File: config.mk
export PLATFORM = sky130hd
export DESIGN_NAME = bm_burst_ctrl
export DESIGN_NICKNAME = d
export VERILOG_FILES = /design/src/rtl/bmb_pkg.sv /design/src/rtl/bmb_cfg_regs.sv /design/src/rtl/bmb_burst_cnt.sv /design/src/rtl/bm_burst_ctrl.sv
export SDC_FILE = /design/constraint.sdc
export NUM_CORES = 1
export LEC_CHECK = 0
export BUFFER_PORTS_ARGS = -buffer_cell sky130_fd_sc_hd__buf_4
export CAP_MARGIN = 0
export CORE_ASPECT_RATIO = 1.1
export CORE_UTILIZATION = 43
export DETAILED_ROUTE_END_ITERATION = 10
export GPL_TIMING_DRIVEN = 0
export PLACE_DENSITY = 0.75
export RECOVER_POWER = 50
export SYNTH_ARGS = -nofsm -noshare
export SYNTH_HDL_FRONTEND = slang
export SYNTH_SLANG_ARGS = --single-unit
File: constraint.sdc
create_clock -name clk_i -period 1.6 [get_ports clk_i]
set_input_delay 0.16 -clock clk_i [delete_from_list [all_inputs] [get_ports clk_i]]
set_output_delay 0.16 -clock clk_i [all_outputs]
set_load 0.01 [all_outputs]
File: src/rtl/bmb_pkg.sv
package bmb_pkg;
  typedef enum logic {ST_IDLE = 1'b0, ST_DATA = 1'b1} bm_state_e;
endpackage

File: src/rtl/bmb_cfg_regs.sv
module bmb_cfg_regs (
  input  logic clk_i,
  input  logic rst_ni,
  input  logic sw_rst_i,
  input  logic we_i,
  input  logic cnt_en_d_i,
  input  logic nowait_d_i,
  input  logic master_req_i,
  input  logic host_act_i,
  output logic cnt_en_o,
  output logic nowait_o
);
  logic ce_ok, nw_ok;
  assign ce_ok = we_i && (master_req_i || !host_act_i);
  assign nw_ok = we_i && !host_act_i;

  always_ff @(posedge clk_i or negedge rst_ni) begin
    if (!rst_ni) begin
      cnt_en_o <= 1'b0;
      nowait_o <= 1'b0;
    end else if (sw_rst_i) begin
      cnt_en_o <= 1'b0;
      nowait_o <= 1'b0;
    end else begin
      if (ce_ok) cnt_en_o <= cnt_en_d_i;
      if (nw_ok) nowait_o <= nowait_d_i;
    end
  end


  ce_guard_chk: assert property (@(posedge clk_i) disable iff (!rst_ni)
    (host_act_i && !master_req_i && !sw_rst_i) |=> $stable(cnt_en_o));

  nw_guard_chk: assert property (@(posedge clk_i) disable iff (!rst_ni)
    (host_act_i && !sw_rst_i) |=> $stable(nowait_o));

  sw_clear_chk: assert property (@(posedge clk_i) disable iff (!rst_ni)
    sw_rst_i |=> (!cnt_en_o && !nowait_o));
endmodule

File: src/rtl/bmb_burst_cnt.sv
module bmb_burst_cnt #(
  parameter int CW = 6
) (
  input  logic          clk_i,
  input  logic          rst_ni,
  input  logic          load_i,
  input  logic [CW-1:0] len_i,
  input  logic          dec_i,
  output logic          at_term_o
);
  localparam logic [CW-1:0] ONE = CW'(1);
  logic [CW-1:0] cnt_q;

  always_ff @(posedge clk_i or negedge rst_ni) begin
    if (!rst_ni)     cnt_q <= ONE;
    else if (load_i) cnt_q <= (len_i == '0) ? ONE : len_i;  // zero means one phase
    else if (dec_i)  cnt_q <= cnt_q - ONE;
  end

  assign at_term_o = (cnt_q == ONE);


  cnt_dec_chk: assert property (@(posedge clk_i) disable iff (!rst_ni)
    dec_i |-> (cnt_q > ONE));

  cnt_nonzero_chk: assert property (@(posedge clk_i) disable iff (!rst_ni)
    cnt_q != '0);
endmodule

File: src/rtl/bm_burst_ctrl.sv
module bm_burst_ctrl
  import bmb_pkg::*;
#(
  parameter int             CW       = 6,
  parameter int             MW       = 2,
  parameter logic [MW-1:0]  PCI_MODE = MW'(1)
) (
  input  logic          clk_i,
  input  logic          rst_ni,
  input  logic          sw_rst_i,
  input  logic [MW-1:0] bus_mode_i,
  input  logic          cfg_we_i,
  input  logic          cfg_cnt_en_i,
  input  logic          cfg_nowait_i,
  input  logic [CW-1:0] burst_len_i,
  input  logic          master_req_i,
  input  logic          host_act_i,
  input  logic          start_i,
  input  logic          term_req_i,
  input  logic          next_ok_i,
  input  logic          trdy_i,
  output logic          irdy_o,
  output logic          last_o,
  output logic          busy_o,
  output logic          cnt_en_o,
  output logic          nowait_o
);
  bm_state_e state_q;
  logic term_pend_q, ending_q;
  logic pci, eff_cnt, eff_nw, in_data, at_term, fin, done, load, dec;

  bmb_cfg_regs u_cfg (
    .clk_i, .rst_ni, .sw_rst_i,
    .we_i(cfg_we_i), .cnt_en_d_i(cfg_cnt_en_i), .nowait_d_i(cfg_nowait_i),
    .master_req_i, .host_act_i,
    .cnt_en_o, .nowait_o
  );

  bmb_burst_cnt #(.CW(CW)) u_cnt (
    .clk_i, .rst_ni, .load_i(load), .len_i(burst_len_i), .dec_i(dec),
    .at_term_o(at_term)
  );

  assign pci     = (bus_mode_i == PCI_MODE);
  assign eff_cnt = cnt_en_o && pci;
  assign eff_nw  = nowait_o && pci;
  assign in_data = (state_q == ST_DATA);

  // final phase: sticky end, sw terminate, count expiry, or no-wait early end
  assign fin  = in_data && (ending_q || term_pend_q || (eff_cnt && at_term) ||
                            (eff_nw && !next_ok_i));
  assign irdy_o = in_data && (next_ok_i || fin);
  assign last_o = fin;
  assign busy_o = in_data;
  assign done   = irdy_o && trdy_i;
  assign load   = !in_data && start_i;
  assign dec    = done && !fin && eff_cnt;

  always_ff @(posedge clk_i or negedge rst_ni) begin
    if (!rst_ni) begin
      state_q     <= ST_IDLE;
      term_pend_q <= 1'b0;
      ending_q    <= 1'b0;
    end else if (!in_data) begin
      term_pend_q <= 1'b0;
      ending_q    <= 1'b0;
      if (start_i) state_q <= ST_DATA;
    end else if (done && fin) begin
      state_q     <= ST_IDLE;
      term_pend_q <= 1'b0;
      ending_q    <= 1'b0;
    end else begin
      if (term_req_i) term_pend_q <= 1'b1;
      if (fin)        ending_q    <= 1'b1;
    end
  end


  last_irdy_chk: assert property (@(posedge clk_i) disable iff (!rst_ni)
    last_o |-> irdy_o);

  last_hold_chk: assert property (@(posedge clk_i) disable iff (!rst_ni)
    (last_o && !trdy_i) |=> last_o);

  end_idle_chk: assert property (@(posedge clk_i) disable iff (!rst_ni)
    (last_o && trdy_i) |=> !busy_o);

  wait_state_chk: assert property (@(posedge clk_i) disable iff (!rst_ni)
    (busy_o && !last_o && !next_ok_i) |-> !irdy_o);

  no_wait_chk: assert property (@(posedge clk_i) disable iff (!rst_ni)
    (busy_o && nowait_o && pci && !next_ok_i) |-> (irdy_o && last_o));

  ready_chk: assert property (@(posedge clk_i) disable iff (!rst_ni)
    (busy_o && next_ok_i) |-> irdy_o);

  term_req_chk: assert property (@(posedge clk_i) disable iff (!rst_ni)
    (busy_o && term_req_i && !(last_o && trdy_i)) |=> last_o);
endmodule

==> flow_summary_export.csv <==
group,metric,value,unit
sta,slew_violations,0,
critical_path,crit_type,"register to register",
place,placed_cells,119,
sta,final.setup.tns,-1.864,ns
clock_tree,cts_made_buffers,3,
yosys,synth_top_area_share,0.3378,
cells_and_area,drive_above_1_share,0.4649,
yosys,synth_warnings,0,
sta,worst_pin_slew,0.5965,ns
cells_and_area,layout_commonest_cell,"buf_4",
cells_and_area,diodes,0,
clock_tree,h-tree-depth,1,
clock_tree,clkTransAtPathRegs,0.07,ns
sta,holdWs,0.03503,ns
run_status,violations,"negative setup slack",
cells_and_area,area_delta_synth_final,48.48,%
detailed_routing,wire_per_inst,14.92,um
yosys,syn_nets,100,
clock_tree,cts_tree,"yes",
critical_path,path_max_fanout,4,
sta,maxSlewHeadroom,0.6024,
run_status,status,"finished with violations",
clock_tree,cts_sinks,11,
yosys,syn-mean-instance-area,9.496,um^2
cells_and_area,instances_no_fill,131,
min_path,hp-class,"primary input to register",
detailed_routing,wirelength,1955,um
die,dieArea,1893,um^2
sta,finalCritPeriodShare,1.175,
yosys,syn-instance-count,78,
global_route,grt_pass1_wl,2794,um
die,core,1595,um^2
global_route,grt_use_total,0.2041,
critical_path,end_kind,"register",
sta,rsz0062_at_grt,"true",
flow_run,max_cap_violations,0,
detailed_routing,drt_pass1_iterations,4,
detailed_routing,drt-initial-drc-count,31,
yosys,synthesis.area,740.7,um^2
sta,skew,0.002905,ns
die,io_pins,25,
yosys,synth_largest_area_cell,"dfrtp_1",
pwr,p_per_area,1448,nW/um^2
global_route,antenna_found_initial,0,
die,rows,15,
clock_tree,clk_latency,0.28,ns
die,dieHeight,45.53,um
critical_path,cp_data_arrival_time,2.04,ns
sta,fin_ws,-0.2795,ns
detailed_routing,drc,0,
critical_path,slowest_stage,"dfrtp_1",
place,port_buffers,24,
sta,finalHoldViolations,0,
global_route,grt_max_degree,12,
place,place_congestion,0.7533,
die,start_util,0.4643,
critical_path,crit_chain,"inv_2 > ha_4 > nor2b_4 > buf_4 > buf_6 > a211oi_4 > a21oi_1 > or3_1",
place,dp_hpwl,1277,um
yosys,synth.area.top_cells,"dfrtp_1, inv_1, a311oi_4",
cells_and_area,fin_nets,137,
critical_path,slowest_delay,0.40,ns
clock_tree,clockBufferDepth,2,
pwr,power.total,1.592,mW
sta,period_needed,1.880,ns
global_route,grt_pass1_vias,661,
global_route,overflow,0,
sta,fmax,0.5320,GHz
detailed_routing,vias_per_cell,5.771,
yosys,ys_seq_area_frac,0.3733,
pwr,leakage,0.5152,nW
detailed_routing,via_count,756,
yosys,synth_seq_cells,11,
cells_and_area,nFillCells,108,
pwr,irDropWorstVdd,915.2,uV
clock_tree,cts_root_buf,"clkbuf_4",
yosys,synthDistinctLibCells,36,
detailed_routing,ant_nets,0,
die,die_w,41.57,um
critical_path,startpoint_type,"register",
critical_path,critPathRequiredTime,1.76,ns
sta,setup_viol,8,
cells_and_area,layout_common_cells,"buf_4, dfrtp_1, inv_1, nor2_1",
==> critical path, delay by kind of cell (launching register included) <==
| family | cells | cell delay [ns] |
|---|---|---|
| simple gates | 2 | 0.47 |
| flops | 1 | 0.40 |
| compound gates | 2 | 0.41 |
| buf+inv | 3 | 0.32 |
| fa+ha+maj | 1 | 0.16 |
==> cells in the mapped netlist <==
library cell,count
or4_1,1
a311oi_4,1
a31oi_1,4
a31o_2,3
a21oi_2,2
nor3_1,2
a211oi_2,1
dfstp_2,1
o31ai_2,1
a21o_1,1
a211o_2,1
inv_1,8
mux2i_1,1
clkbuf_1,1
nor3b_1,1
a21oi_1,1
buf_4,1
and3_1,1
nor2b_4,1
nor2_1,7
o21ai_0,4
and4b_1,1
a21boi_2,1
nor2b_1,3
nand2_1,3
dfrtp_1,10
a21boi_0,1
buf_6,1
nor3_4,1
nand3b_1,1
nand4_1,4
and3_2,1
nand3_1,3
or3_1,1
ha_1,2
nand2b_1,1
==> state kept, by name (all words and copies together), names as in the netlist <==
register	flops
ending_q	1
term_pend_q	1
u_cfg.cnt_en_o	1
u_cnt.cnt_q	6
u_cfg.nowait_o	1
busy_o	1
==> layer usage <==
| layer | vias to the layer above | routed length, um | GRT usage |
|---|---|---|---|
| met5 | - | 0 | 0 |
| met4 | 0 | 96 | 0.1419 |
| met3 | 9 | 139 | 0.03571 |
| met2 | 38 | 1000 | 0.3719 |
| met1 | 351 | 718 | 0.2178 |
| li1 | 358 | - | - |
==> repair_timing <==
action	CTS	global route
pin swaps	3	11
endpoints found under the setup margin	8	9
setup buffers	3	4
resized for setup	5	11
hold buffers	1	0
hold endpoints to repair	11	0
gates cloned	0	1
==> through the flow <==
stage / worst slack (ns) / area, um^2 / util
2_1_floorplan: 0.02891 / 740.7 / -
3_3_place_gp: -0.06766 / 942.2 / 0.5906
3_5_place_dp: -0.07346 / 942.2 / 0.5906
4_1_cts: -0.2137 / 1021 / 0.6400
5_1_grt: -0.3371 / 1100 / 0.6894
6_report: -0.2795 / 1100 / 0.6894
==> cells by family (layout without fill, tap and decap cells) <==
family | count (synthesis) | after routing | synth area share
buffers and inverters | 11 | 47 | 0.07095
adder cells (fa/ha/maj) | 2 | 2 | 0.03378
AO/OA/AOI/OAI | 21 | 21 | 0.2449
flip-flops | 11 | 11 | 0.3733
AND/OR/NAND/NOR | 32 | 32 | 0.2635
multiplexers | 1 | 1 | 0.01351
==> where the power goes <==
part,switching (mW),internal (mW)
Clock,0.103,0.0969
Sequential,0.139,0.394
Combinational,0.411,0.449
Total,0.652,0.940
==> worst paths after layout <==
| path | startpoint | endpoint | slack, ns | cells after the start |
|---|---|---|---|---|
| worst min-delay path | sw_rst_i | u_cfg.nowait_o | 0.04 | 2 |
| min in group asynchronous | rst_ni | u_cnt.cnt_q[1] | 0.39 | 2 |
| worst max-delay path | u_cnt.cnt_q[1] | u_cnt.cnt_q[3] | -0.28 | 8 |
| worst max register to register | u_cnt.cnt_q[1] | u_cnt.cnt_q[3] | -0.28 | 8 |
| worst min register to register | term_pend_q | term_pend_q | 0.60 | 2 |
| max in group asynchronous | rst_ni | u_cnt.cnt_q[5] | 0.82 | 2 |
==> area by class of cell <==
type / instances / area (um^2) / share of cell area
flip-flops and latches: 11 / 276.5 / 0.2514
multi-input cells: 56 / 473.0 / 0.4300
repair buffers: 32 / 246.5 / 0.2241
clock buffers: 4 / 26.28 / 0.02389
well taps: 17 / 21.27 / 0.01934
plain buffers: 3 / 26.28 / 0.02389
inverters: 8 / 30.03 / 0.02730
Power figures use the tool's default switching activity.
